==> src/rtl/wordsync_pkg.sv <==
package wordsync_pkg;

    typedef enum logic [1:0] {
        ST_SEARCH = 2'd0,
        ST_SETTLE = 2'd1,
        ST_LOCKED = 2'd2
    } sync_state_e;

    localparam logic [1:0] HDR_DATA = 2'b01;
    localparam logic [1:0] HDR_CTRL = 2'b10;

endpackage

==> src/rtl/wordsync_hdr_class.sv <==
module wordsync_hdr_class
    import wordsync_pkg::*;
(
    input  logic [1:0] hdr,
    output logic       is_ctrl,
    output logic       is_bad
);
    // equal header bits never form a legal sync header
    always_comb begin
        is_ctrl = (hdr == HDR_CTRL);
        is_bad  = ~(hdr[1] ^ hdr[0]);
    end
endmodule

==> src/rtl/wordsync_fsm.sv <==
module wordsync_fsm
    import wordsync_pkg::*;
#(
    parameter int LOCK_WORDS   = 128,
    parameter int SETTLE_WORDS = 32,
    parameter int WIN_WORDS    = 64,
    parameter int BAD_LIMIT    = 16
) (
    input  logic clk,
    input  logic rst_n,
    input  logic word_valid,
    input  logic is_ctrl,
    input  logic is_bad,
    output logic slip,
    output logic locked
);
    localparam int RUN_W = $clog2(LOCK_WORDS + 1);
    localparam int SET_W = $clog2(SETTLE_WORDS + 1);
    localparam int WIN_W = $clog2(WIN_WORDS + 1);
    localparam int BAD_W = $clog2(BAD_LIMIT + 1);

    localparam logic [RUN_W-1:0] RUN_LAST = RUN_W'(LOCK_WORDS - 1);
    localparam logic [SET_W-1:0] SET_LAST = SET_W'(SETTLE_WORDS - 1);
    localparam logic [WIN_W-1:0] WIN_LAST = WIN_W'(WIN_WORDS - 1);
    localparam logic [BAD_W-1:0] BAD_LAST = BAD_W'(BAD_LIMIT - 1);

    typedef struct packed {
        sync_state_e      state;
        logic [RUN_W-1:0] run;
        logic [SET_W-1:0] settle;
        logic [WIN_W-1:0] win;
        logic [BAD_W-1:0] bad;
        logic             slip;
    } fsm_t;

    fsm_t st_d, st_q;

    always_comb begin
        st_d      = st_q;
        st_d.slip = 1'b0;
        unique case (st_q.state)
            ST_SEARCH: begin
                if (word_valid) begin
                    if (is_ctrl) begin
                        if (st_q.run == RUN_LAST) begin
                            st_d.state = ST_LOCKED;
                            st_d.run   = '0;
                            st_d.win   = '0;
                            st_d.bad   = '0;
                        end else begin
                            st_d.run = st_q.run + 1'b1;
                        end
                    end else begin
                        st_d.slip   = 1'b1;
                        st_d.state  = ST_SETTLE;
                        st_d.run    = '0;
                        st_d.settle = '0;
                    end
                end
            end
            ST_SETTLE: begin
                if (word_valid) begin
                    if (st_q.settle == SET_LAST) begin
                        st_d.state = ST_SEARCH;
                        st_d.run   = '0;
                    end else begin
                        st_d.settle = st_q.settle + 1'b1;
                    end
                end
            end
            ST_LOCKED: begin
                if (word_valid) begin
                    if (is_bad && (st_q.bad == BAD_LAST)) begin
                        st_d.state = ST_SEARCH;
                        st_d.run   = '0;
                    end else if (st_q.win == WIN_LAST) begin
                        st_d.win = '0;
                        st_d.bad = '0;
                    end else begin
                        st_d.win = st_q.win + 1'b1;
                        st_d.bad = st_q.bad + BAD_W'(is_bad);
                    end
                end
            end
            default: begin
                st_d.state = ST_SEARCH;
                st_d.run   = '0;
            end
        endcase
    end

    always_ff @(posedge clk) begin
        if (!rst_n) begin
            st_q.state  <= ST_SEARCH;
            st_q.run    <= '0;
            st_q.settle <= '0;
            st_q.win    <= '0;
            st_q.bad    <= '0;
            st_q.slip   <= 1'b0;
        end else begin
            st_q <= st_d;
        end
    end

    assign slip   = st_q.slip;
    assign locked = (st_q.state == ST_LOCKED);
endmodule

==> src/rtl/wordsync_out_stage.sv <==
module wordsync_out_stage #(
    parameter int DATA_W = 64
) (
    input  logic              clk,
    input  logic              rst_n,
    input  logic [DATA_W+1:0] word_in,
    input  logic              valid_in,
    input  logic              locked,
    output logic [DATA_W-1:0] out_data,
    output logic [1:0]        out_hdr,
    output logic              out_valid
);
    typedef struct packed {
        logic [DATA_W-1:0] data;
        logic [1:0]        hdr;
        logic              valid;
    } out_t;

    out_t o_d, o_q;

    always_comb begin
        o_d       = o_q;
        o_d.valid = valid_in && locked;
        if (valid_in && locked) begin
            o_d.data = word_in[DATA_W-1:0];
            o_d.hdr  = word_in[DATA_W+1:DATA_W];
        end
    end

    always_ff @(posedge clk) begin
        if (!rst_n) begin
            o_q <= '0;
        end else begin
            o_q <= o_d;
        end
    end

    assign out_data  = o_q.data;
    assign out_hdr   = o_q.hdr;
    assign out_valid = o_q.valid;
endmodule

==> src/rtl/wordsync_rx.sv <==
module wordsync_rx #(
    parameter int DATA_W       = 64,
    parameter int LOCK_WORDS   = 128,
    parameter int SETTLE_WORDS = 32,
    parameter int WIN_WORDS    = 64,
    parameter int BAD_LIMIT    = 16
) (
    input  logic              clk,
    input  logic              rst_n,
    input  logic [DATA_W+1:0] in_word,
    input  logic              in_valid,
    output logic              slip,
    output logic              rx_ready,
    output logic [DATA_W-1:0] out_data,
    output logic [1:0]        out_hdr,
    output logic              out_valid
);
    logic hdr_ctrl;
    logic hdr_bad;
    logic locked;

    wordsync_hdr_class i_class (
        .hdr     (in_word[DATA_W+1:DATA_W]),
        .is_ctrl (hdr_ctrl),
        .is_bad  (hdr_bad)
    );

    wordsync_fsm #(
        .LOCK_WORDS   (LOCK_WORDS),
        .SETTLE_WORDS (SETTLE_WORDS),
        .WIN_WORDS    (WIN_WORDS),
        .BAD_LIMIT    (BAD_LIMIT)
    ) i_fsm (
        .clk        (clk),
        .rst_n      (rst_n),
        .word_valid (in_valid),
        .is_ctrl    (hdr_ctrl),
        .is_bad     (hdr_bad),
        .slip       (slip),
        .locked     (locked)
    );

    wordsync_out_stage #(
        .DATA_W (DATA_W)
    ) i_out (
        .clk       (clk),
        .rst_n     (rst_n),
        .word_in   (in_word),
        .valid_in  (in_valid),
        .locked    (locked),
        .out_data  (out_data),
        .out_hdr   (out_hdr),
        .out_valid (out_valid)
    );

    assign rx_ready = locked;
endmodule

==> config.mk <==
export PLATFORM = sky130hd
export DESIGN_NAME = wordsync_rx
export DESIGN_NICKNAME = d
export VERILOG_FILES = /design/src/rtl/wordsync_pkg.sv /design/src/rtl/wordsync_hdr_class.sv /design/src/rtl/wordsync_fsm.sv /design/src/rtl/wordsync_out_stage.sv /design/src/rtl/wordsync_rx.sv
export SDC_FILE = /design/constraint.sdc
export NUM_CORES = 1
export LEC_CHECK = 0
export BUFFER_PORTS_ARGS = -buffer_cell sky130_fd_sc_hd__buf_2
export CAP_MARGIN = 20
export CELL_PAD_IN_SITES_DETAIL_PLACEMENT = 1
export CELL_PAD_IN_SITES_GLOBAL_PLACEMENT = 1
export CORE_ASPECT_RATIO = 0.7
export CORE_UTILIZATION = 40
export DETAILED_ROUTE_END_ITERATION = 10
export GPL_ROUTABILITY_DRIVEN = 0
export PLACE_DENSITY_LB_ADDON = 0.2
export SLEW_MARGIN = 20
export SYNTH_ARGS = -nofsm -noshare
export SYNTH_HDL_FRONTEND = slang
export SYNTH_HIERARCHICAL = 1
export SYNTH_SLANG_ARGS = --single-unit
==> constraint.sdc <==
create_clock -name clk -period 5.55 [get_ports clk]
set_clock_uncertainty 0.05 [all_clocks]
set_input_delay 1.11 -clock clk [delete_from_list [all_inputs] [get_ports clk]]
set_output_delay 1.11 -clock clk [all_outputs]
set_load 0.02 [all_outputs]
==> results of run 1 <==
[registers in the layout, summed over array words and instances, names as in the netlist]
name             count
i_out/out_data      64
i_fsm/st_q          28
i_out/out_hdr        2
i_fsm/slip           1
i_out/out_valid      1
[worst max path at each step]
| stage | cells past startpoint | from | slack, ns | endpoint |
|---|---|---|---|---|
| floorplan | 8 | in_word[64] | 2.87 | i_fsm/st_q[5]$_SDFFE_PN0P_ |
| global placement | 4 | in_valid | 2.20 | i_out/out_hdr[0]$_SDFFE_PN0P_ |
| detailed placement | 4 | in_valid | 2.09 | i_out/out_data[0]$_SDFFE_PN0P_ |
| CTS | 3 | i_fsm/st_q[28]$_SDFFE_PN0P_ | 2.35 | rx_ready |
| global route | 3 | i_fsm/st_q[28]$_SDFFE_PN0P_ | 2.21 | rx_ready |
| finish | 3 | i_fsm/st_q[28]$_SDFFE_PN0P_ | 2.32 | rx_ready |
[metal layers]
layer  part of all wire [%]  track usage, %
met1                     47            28.8
met2                     45            35.0
met3                    6.5            6.76
met4                   0.99            5.95
met5                      0               0
[power groups by stage]
stage	Sequential, W	Clock (W)	Combinational (W)
3_5_place_dp	0.000720	0	0.000113
2_1_floorplan	0.000727	0	0.0000678
4_1_cts	0.000705	0.000627	0.000113
6_report	0.000705	0.000611	0.000113
3_3_place_gp	0.000720	0	0.000110
5_1_grt	0.000706	0.000651	0.000124
[logic make-up (layout without fill, tap and decap cells)]
family                   after synthesis  count (layout)  share of synthesized area, %
flip-flops                            96              96                          43.9
adder cells (fa/ha/maj)                6               6                          1.71
AND/OR/NAND/NOR                      210             210                          25.3
buffers and inverters                 52             163                          8.29
AO/OA/AOI/OAI                        128             128                          20.8
[critical path: stages, from the launching register on]
cell,delay (ns)
dfxtp_1,0.57
nand2b_1,0.28
inv_2,0.57
buf_2,0.30
[stage by stage]
step | cells | util (%) | area, um2 | hold WS (ns) | setup slack (ns)
floorplan | 492 | - | 4380 | 0.361 | 2.87
global placement | 735 | 47.0 | 4940 | 0.370 | 2.20
detailed placement | 735 | 47.0 | 4940 | 0.392 | 2.09
CTS | 751 | 49.7 | 5230 | 0.400 | 2.35
global route | 751 | 49.7 | 5230 | 0.413 | 2.21
finish | 751 | 49.7 | 5230 | 0.400 | 2.32
[layout make-up]
class | count | area (um2)
multi-input combinational | 344 | 2090
inverter | 7 | 26.3
timing repair buffer | 140 | 711
clock inverter | 6 | 60.1
tap | 148 | 185
fill | 1267 | 5290
sequential | 96 | 1920
clock buffer | 10 | 229
[placed cells by master, fill, tap and decap left out, types with 2 or more instances in the layout]
cell and instances:
buf_2 136, dfxtp_1 96, nand2_1 77, nand4_1 68
o21ai_2 40, o21ai_1 26, a21oi_1 20, nand3_1 16
nor2_1 10, clkbuf_16 9, o21ai_0 7, ha_1 6
a32o_1 6, inv_1 5, nand2b_1 5, a31oi_1 5
and3_1 4, or3_1 4, and2_1 4, buf_4 4
clkinv_2 3, a22o_1 3, o22ai_1 3, nor3b_1 3
or4_1 3, o211ai_1 3, clkinvlp_4 2, nor2b_1 2
nand4b_1 2, nor3_1 2, a32oi_1 2, or2_2 2
a311oi_1 2, o31ai_1 2, o2111ai_1 2
==> impl_results.md, run 1 <==
* Antenna violations before repair at 0
* Largest net degree at the start of global routing at 86
* Vias in the first global route at 3962
* Status: finished clean
* Die area at 0.0114 mm2
* Post-Syn Area at approximately 0.0044 mm2
* Routed Antenna Nets at 0
* Fmax at 310 MHz
* Post-synth top area cell: dfxtp_1
* Grt ovf at 0
* Switching Fraction at between 20 and 25%
* Cell Pwr Density at 273 mW/mm2
* Max transition margin at 33.3%
* Asr flop ratio synth at 0%
* Psw at 0.000348 W
* Post-synth top area share at 43.9%
* #FFs+latches synth at 96
* H-tree levels at 3
* CP max FO at 36
* First-pass DRT Iterations at 6
* Final Cycle Share at 58.2%
* First-pass GRT wire length at 19600 um
* DRC violations left at 0
* Via count at 4119
* HP Start: i_out/out_data[63]$_SDFFE_PN0P_
* Port Buffers at 137
* GRT Total Usage at 21.9%
* MaxCap Viol Count at 0
* WP data required at 4.39 ns
* Int Power at ~0.0011 W
* Final TNS setup at 0 ns
* Overall Power at 0.00143 W
* Hold depth at 2
* Setup bufs post-CTS at 0
* Syn. warnings at 6
* CTS tree: done
* Most used DFF post-synth: dfxtp_1
* Ports at 138
* VDD IR max at 0.153 mV
* Num rows at 31
* Min-Delay Endpoint: i_out/out_data[63]$_SDFFE_PN0P_
* Syn nets at 567
* Clk root buf: clkbuf_16
* Worst R2R Path Depth at 4
* TritonCTS Sinks at 96
* Unrepaired setup endpoints after global routing: false
* Worst path arrival time at approximately 2.1 ns
* Sequential share of power at ~49%
* Number of CTS-inserted buffers at 9
* Clock-pin slew on the worst setup and hold paths at 0.06 ns
* Crit path kind: reg2out
* DR vias/cell at approximately 5.5
* Most common cell in the netlist: dfxtp_1
* Clock Path Buffers at 2
* Final WL at approximately 12000 um
* HP Class: reg2reg
* Routed length per placed instance at 16.6 um
* Worst Tran Pin Value at 1.00 ns
* Leakage power at 2.15 nW
* Sequential area share after synthesis at between 40% and 50%
* Starting Density at 41.6%
* Initial DRC Count at 249
* Worst r2r dst: i_out/out_data[11]$_SDFFE_PN0P_
* Most frequent cells after synthesis: 96 x dfxtp_1, 77 x nand2_1, 68 x nand4_1, 40 x o21ai_2, 26 x o21ai_1
* Layout cells sized above 1 at 33.8%
* Critical Path Sink Type: primary output
* CP Launch Type: flop
* Area Overhead vs Synth at 19.4%
* Hpwl dp at ~8400 um
* Antenna diodes at 0
* Yosys cell types at 54
* Max Slew Vio Count at 0
* Final hold viol count at 0
* Main area contributors after synthesis: dfxtp_1 44%, nand4_1 9.7%, o21ai_2 8.0%, nand2_1 6.6%, o21ai_1 3.0%
* Mapped Avg Cell Area at 8.90 um2
* Reg-to-reg startpoint: i_fsm/st_q[28]$_SDFFE_PN0P_
* Syn Inst Count at 492
* Final setup fails at 0
* R2r setup slk at 2.73 ns
* Layout Nets at 673
* Cts hold-fix bufs at 0
* EDFF count, synth at 0
* Vert. Die Dim at approximately 90 um
* Post-cts resize count at 0
* Die X at 127 um
* Core box area at 0.0105 mm2
* Clk pwr share at 42.8%
* Crit path time final at 3.23 ns
* Worst skew pair latency at 0.34 ns
* Comb power frac at 7.9%
(Power assumes the default switching activity.)
==> run 2, diff against run 1 <==
--- a/config.mk
+++ b/config.mk
@@ -5,12 +5,13 @@
 export SDC_FILE = /design/constraint.sdc
 export NUM_CORES = 1
 export LEC_CHECK = 0
+export ABC_AREA = 1
 export BUFFER_PORTS_ARGS = -buffer_cell sky130_fd_sc_hd__buf_2
 export CAP_MARGIN = 20
 export CELL_PAD_IN_SITES_DETAIL_PLACEMENT = 1
 export CELL_PAD_IN_SITES_GLOBAL_PLACEMENT = 1
 export CORE_ASPECT_RATIO = 0.7
-export CORE_UTILIZATION = 40
+export CORE_UTILIZATION = 35
 export DETAILED_ROUTE_END_ITERATION = 10
 export GPL_ROUTABILITY_DRIVEN = 0
 export PLACE_DENSITY_LB_ADDON = 0.2
==> constraint.sdc (replaced) <==
create_clock -name clk -period 3.3 [get_ports clk]
set_clock_uncertainty 0.05 [all_clocks]
set_input_delay 0.66 -clock clk [delete_from_list [all_inputs] [get_ports clk]]
set_output_delay 0.66 -clock clk [all_outputs]
set_load 0.02 [all_outputs]
==> run 2 against run 1 <==
Net effect:
- die area rose by 18%
- combinational power rose to 5.2 times the previous value
- clock power rose by 72%
- cell count rose by 33%
- setup slack got worse by 1.1 ns
- critical path depth did not move
- critical endpoint unchanged
- largest cell class unchanged
==> impl_results.md, run 2 <==
* DR vias/cell at 4.54 (-17%)
* Global Route met1 Usage at 22.9% (-5.9 points)
* Fill cells at 1736 (+37%)
* Main area contributors after synthesis: dfxtp_1 42%, nand2_1 17%, nor2_1 15%, inv_1 8.4%, a21oi_1 1.9%
* Leakage power at 3.14 nW (+46%)
* GRT Total Usage at 19.0% (-2.9 points)
* GRT Max-Usage Layer: met2
* Cts hold-fix bufs at 0 (unchanged)
* Final setup fails at 0 (unchanged)
* Status: finished clean
* Worst r2r dst: i_out/out_data[12]$_SDFFE_PN0P_
* Worst path arrival time at 1.36 ns (-0.71 ns)
* Yosys cell types at 31 (-43%)
* Final hold viol count at 0 (unchanged)
* Post-Syn Area at 0.00453 mm2 (+3.5%)
* CTS tree: done
* Synth Area in Adders at 1.66% (-0.059 points)
* Layout Nets at 905 (+34%)
* Final TNS setup at 0 ns (unchanged)
* First-pass DRT Iterations at 4 (-2)
* Ports at 138 (unchanged)
* Final WL at 12600 um (+1.0%)
* Met3 usage at 6.11% (-0.65 points)
* HP Start: i_fsm/st_q[12]$_SDFFE_PN0P_
* Post-cts resize count at 0 (unchanged)
* #FFs+latches synth at 96 (unchanged)
* Unrepaired setup endpoints after global routing: false
* Mux cell area share after synthesis at 0% (unchanged)
* TritonCTS Sinks at 96 (unchanged)
* Clock Path Buffers at 2 (unchanged)
* Vias in the first global route at 4528 (+14%)
* Routed length per placed instance at 12.6 um (-24%)
* Most used DFF post-synth: dfxtp_1
* Crit path kind: reg2out
* Reg-to-reg startpoint: i_fsm/st_q[27]$_SDFFE_PN0P_
* CP max FO at 10 (-72%)
* CP Launch Type: flop
* Asr flop ratio synth at 0% (unchanged)
* Simple-Gate Fraction of Synth Area at 39.5% (+14 points)
* MaxCap Viol Count at 0 (unchanged)
* Non-filler instance count after layout at 996 (+33%)
* Worst Tran Pin Value at 0.668 ns (-0.332 ns)
* Synth Area in Compound Gates at 3.78% (-17 points)
* Hold depth at 2 (unchanged)
* Mapped Avg Cell Area at 6.45 um2 (-28%)
* HP Class: reg2reg
* Syn. warnings at 6 (unchanged)
* Initial DRC Count at 135 (-46%)
* Num rows at 34 (+9.7%)
* Die area at 0.0134 mm2 (+18%)
* Layout cells sized above 1 at 21.0% (-13 points)
* Worst skew pair latency at 0.34 ns (about the same)
* Main combinational cell family by area after synthesis: simple AND/OR/NAND/NOR gates
* Most common cell in the netlist: nand2_1
* Largest net degree at the start of global routing at 79 (-8.1%)
* R2r setup slk at 1.25 ns (-1.48 ns)
* VDD IR max at 0.271 mV (+78%)
* Final Cycle Share at 62.6%
* EDFF count, synth at 0 (unchanged)
* WP data required at 2.59 ns (-1.80 ns)
* Core box area at 0.0125 mm2 (+19%)
* Clk root buf: clkbuf_16
* First-pass GRT wire length at 21000 um (+7.1%)
* Hpwl dp at 9260 um (+10%)
* H-tree levels at 3 (unchanged)
* Area Overhead vs Synth at 23.7%
* Routed Antenna Nets at 0 (unchanged)
* Port Buffers at 137 (unchanged)
* Via count at 4518 (+9.7%)
* Overall Power at 0.00294 W (+110%)
* Die X at 138 um (+8.6%)
* Number of CTS-inserted buffers at 9 (unchanged)
* Antenna violations before repair at 0 (unchanged)
* DRC violations left at 0 (unchanged)
* Commonest cells after routing, fill and taps aside: 208 x nand2_1, 185 x nor2_1, 137 x buf_2
* Grt ovf at 0 (unchanged)
* Antenna diodes at 0 (unchanged)
* Max transition margin at 55.4% (+22 points)
* Critical Path Sink Type: primary output
* Starting Density at 36.2% (-5.4 points)
* Syn nets at 778 (+37%)
* Commonest non-fill, non-tap cell in the layout: nand2_1
* Inst Count DP at 981 (+33%)
* Vert. Die Dim at 97.2 um (+8.6%)
* Synth Area in XOR/XNOR at 0.580% (+0.58 points)
* Min-Delay Endpoint: i_fsm/st_q[12]$_SDFFE_PN0P_
* Sequential area share after synthesis at 42.4% (-1.5 points)
* Most frequent cells after synthesis: 208 x nand2_1, 185 x nor2_1, 102 x inv_1, 96 x dfxtp_1
* Met2 Resource Use GR at 32.8% (-2.2 points)
* Setup bufs post-CTS at 0 (unchanged)
* Syn Inst Count at 703 (+43%)
* Crit path time final at 2.07 ns
* Worst R2R Path Depth at 6 (+2)
* Clock-pin slew on the worst setup and hold paths at 0.07 ns (about the same)
* Max Slew Vio Count at 0 (unchanged)
* Largest register FFs at 64 (unchanged)
* Post-synth top area cell: dfxtp_1
* Hold Slack at 0.409 ns (+0.00861 ns)
* Post-synth top area share at 42.4% (-1.5 points)
* Fmax at 484 MHz
* Cell Pwr Density at 524 mW/mm2 (+92%)
## run 2: cell types whose count changed after synthesis, moves of 7 or more
cell,delta
nand4_1,-55
nor2_1,+175
nand2_1,+131
buf_2,-7
o21ai_1,-25
o21ai_2,-40
inv_1,+96
## run 2: cell type report
class | instances | area [um2] | share of cell area (%)
clock buffers | 9 | 225 | 4.02
clock inverters | 6 | 68.8 | 1.23
inverters | 105 | 394 | 7.03
multi-input cells | 477 | 2070 | 36.9
flip-flops and latches | 96 | 1920 | 34.3
well taps | 162 | 203 | 3.61
repair buffers | 141 | 728 | 13.0
## run 2: worst max path at each step
stage | depth (start not counted) | to | start
2_1_floorplan | 9 | i_fsm/st_q[5]$_SDFFE_PN0P_ | in_word[64]
3_3_place_gp | 10 | i_fsm/st_q[1]$_SDFFE_PN0P_ | in_word[64]
3_5_place_dp | 9 | i_fsm/st_q[10]$_SDFFE_PN0P_ | in_word[64]
4_1_cts | 3 | rx_ready | i_fsm/st_q[28]$_SDFFE_PN0P_
5_1_grt | 6 | i_out/out_data[9]$_SDFFE_PN0P_ | i_fsm/st_q[27]$_SDFFE_PN0P_
6_report | 3 | rx_ready | i_fsm/st_q[28]$_SDFFE_PN0P_
## run 2: critical path, cell delays in order, from the launching register on
cell	delay, ns
dfxtp_1	0.46
inv_2	0.13
nor2_8	0.22
buf_2	0.21
## run 2: metal layers
metal	routed length (um)	vias up
met4	118	0
met5	0	-
met1	5850	2084
met3	734	11
met2	5890	90
li1	-	2333
## run 2: cell families (layout without fill, tap and decap cells)
family / after synthesis / after routing
xor+xnor: 3 / 3
buf+inv: 130 / 261
fa+ha+maj: 6 / 6
compound gates: 29 / 29
flops: 96 / 96
simple gates: 439 / 439
## run 2: through the flow
stage | area, um2 | utilization [%] | worst slack [ns]
4_1_cts | 5610 | 44.8 | 1.21
6_report | 5610 | 44.8 | 1.23
2_1_floorplan | 4530 | - | 1.39
3_5_place_dp | 5320 | 42.5 | 1.11
3_3_place_gp | 5320 | 42.5 | 1.16
5_1_grt | 5610 | 44.8 | 1.07
## run 2: power by group
part           switching [W]  internal (W)  total, W
registers          0.0000573       0.00124   0.00130
clock network       0.000464      0.000589   0.00105
logic               0.000390      0.000193  0.000583
total               0.000911       0.00203   0.00294
==> run 3, diff against run 2 <==
==> constraint.sdc (replaced) <==
create_clock -name clk -period 2.01 [get_ports clk]
set_clock_uncertainty 0.05 [all_clocks]
set_input_delay 0.402 -clock clk [delete_from_list [all_inputs] [get_ports clk]]
set_output_delay 0.402 -clock clk [all_outputs]
set_load 0.02 [all_outputs]
==> run 3 against run 2 <==
Net effect:
- sequential power up 64%
- sequential cell count unchanged
- combinational power rose by 70%
- first-iteration DRC count increased by 4.4%
- via count up 0.40%
- critical path depth did not move
- setup slack got worse by 1.0 ns
- critical path type unchanged
==> impl_results.md, run 3 (synthesis results as in run 2) <==
* Die area at 0.0134 mm2 (unchanged)
* Leakage power at 3.20 nW (+1.8%)
* Hpwl dp at 9340 um (+0.91%)
* Layout cells sized above 1 at 21.6% (+0.66 points)
* Critical Path Sink Type: primary output
* First-pass DRT Iterations at 4 (unchanged)
* GRT Total Usage at 19.5% (+0.50 points)
* Commonest cells after routing, fill and taps aside: 208 x nand2_1, 185 x nor2_1, 137 x buf_2
* Post-Route Utilization at 45.7% (+0.83 points)
* Final setup fails at 0 (unchanged)
* TritonCTS Sinks at 96 (unchanged)
* Setup WS post-layout at 0.202 ns (-1.03 ns)
* CP Launch Type: flop
* Clock Path Buffers at 2 (unchanged)
* Initial DRC Count at 141 (+4.4%)
* Area of the multi-input gates at 0.00207 mm2 (unchanged)
* Setup crit end: rx_ready
* Via count at 4536 (+0.40%)
* Routed length per placed instance at 12.6 um (-0.47%)
* FF+latch area at 0.00192 mm2 (unchanged)
* Overall Power at 0.00498 W (+70%)
* Vias in the first global route at 4622 (+2.1%)
* Worst path arrival time at 1.36 ns (about the same)
* Status: finished clean
* Final WL at 12600 um (+0.23%)
* Cell Pwr Density at 872 mW/mm2 (+67%)
* Launch point of the critical path: i_fsm/st_q[28]$_SDFFE_PN0P_
* Crit path kind: reg2out
* Vert. Die Dim at 97.2 um (unchanged)
* WP data required at 1.56 ns (-1.03 ns)
* Worst Tran Pin Value at 0.495 ns (-0.173 ns)
* Crit path time final at 1.81 ns
* MaxCap Viol Count at 0 (unchanged)
* Die X at 138 um (unchanged)
* CP max FO at 10 (unchanged)
* Area Overhead vs Synth at 26.0%
* DRC violations left at 0 (unchanged)
* Clock-pin slew on the worst setup and hold paths at 0.07 ns (about the same)
* Largest net degree at the start of global routing at 57 (-28%)
* Reg-to-reg startpoint: i_fsm/st_q[28]$_SDFFE_PN0P_
* Layout Nets at 912 (+0.77%)
* Worst R2R Path Depth at 7 (+1)
* Port Buffers at 137 (unchanged)
* VDD IR max at 0.433 mV (+60%)
* Num rows at 34 (unchanged)
* Core box area at 0.0125 mm2 (unchanged)
* HP Class: in2reg
* First-pass GRT wire length at 21500 um (+2.0%)
* Setup bufs post-CTS at 0 (unchanged)
* Worst r2r dst: i_out/out_data[1]$_SDFFE_PN0P_
* Antenna violations before repair at 0 (unchanged)
* Number of CTS-inserted buffers at 9 (unchanged)
* DR vias/cell at 4.52 (-0.30%)
* Final Cycle Share at 90.0%
* Ports at 138 (unchanged)
* Final TNS setup at 0 ns (unchanged)
* Grt ovf at 0 (unchanged)
* Post-cts resize count at 0 (unchanged)
* Commonest non-fill, non-tap cell in the layout: nand2_1
* R2r setup slk at 0.23 ns (-1.02 ns)
* Fill cells at 1705 (-1.8%)
* Max Slew Vio Count at 0 (unchanged)
* Unrepaired setup endpoints after global routing: false
* Clk root buf: clkbuf_16
* Max transition margin at 66.9% (+12 points)
* Antenna diodes at 0 (unchanged)
* Worst skew pair latency at 0.34 ns (about the same)
* CTS tree: done
* Starting Density at 36.2% (unchanged)
* HP Start: in_word[19]
* Routed Antenna Nets at 0 (unchanged)
* Final hold viol count at 0 (unchanged)
* Cts hold-fix bufs at 0 (unchanged)
* Fmax at 553 MHz
* H-tree levels at 3 (unchanged)
* Pre-CTS setup slack at 0.121 ns (-0.990 ns)
* Largest register FFs at 64 (unchanged)
==> run 3: cell types whose count changed in the layout (fill, tap and decap cells not counted), sizes merged <==
cell    before  now
clkbuf       9   10
bufinv       1    2
buf        141  148
inv        106  104
==> run 3: how the worst min path moves through the flow <==
stage	to	depth (start not counted)
global placement	i_fsm/st_q[12]$_SDFFE_PN0P_	2
CTS	i_out/out_data[47]$_SDFFE_PN0P_	3
floorplan	i_fsm/st_q[12]$_SDFFE_PN0P_	2
global route	i_out/out_data[58]$_SDFFE_PN0P_	3
detailed placement	i_fsm/st_q[12]$_SDFFE_PN0P_	2
finish	i_out/out_data[19]$_SDFFE_PN0P_	3
==> run 3: critical path: stages (launching register included) <==
cell	delay, ns
dfxtp_1	0.47
inv_2	0.13
nor2_8	0.21
buf_2	0.21
==> run 3: per-layer routing <==
layer  vias up  global-route usage [%]  share of wire, %
li1       2353                       -                 -
met3         9                    6.51               6.5
met2        90                    34.3                47
met4         0                    4.82              0.96
met5         -                       0                 0
met1      2084                    22.7                45
==> run 3: area by class of cell <==
cell class	count	area share (%)
Multi-Input combinational cell	477	36.2
Sequential cell	96	33.6
Timing Repair Buffer	148	14.1
Inverter	105	6.90
Clock buffer	10	4.18
Tap cell	162	3.55
Clock inverter	5	1.42
==> run 3: report_power, final <==
part	leakage [nW]	internal, W	total (W)	switching, W
logic	2.26	0.000341	0.000991	0.000650
registers	0.780	0.00204	0.00213	0.0000852
clock network	0.155	0.00112	0.00186	0.000746
total	3.20	0.00350	0.00498	0.00148
==> run 3: metrics by stage <==
stage	instances	hold slack (ns)	instance area (um2)
2_1_floorplan	703	0.379	4530
3_3_place_gp	988	0.388	5390
3_5_place_dp	988	0.416	5390
4_1_cts	1003	0.217	5710
5_1_grt	1003	0.219	5710
6_report	1003	0.228	5710
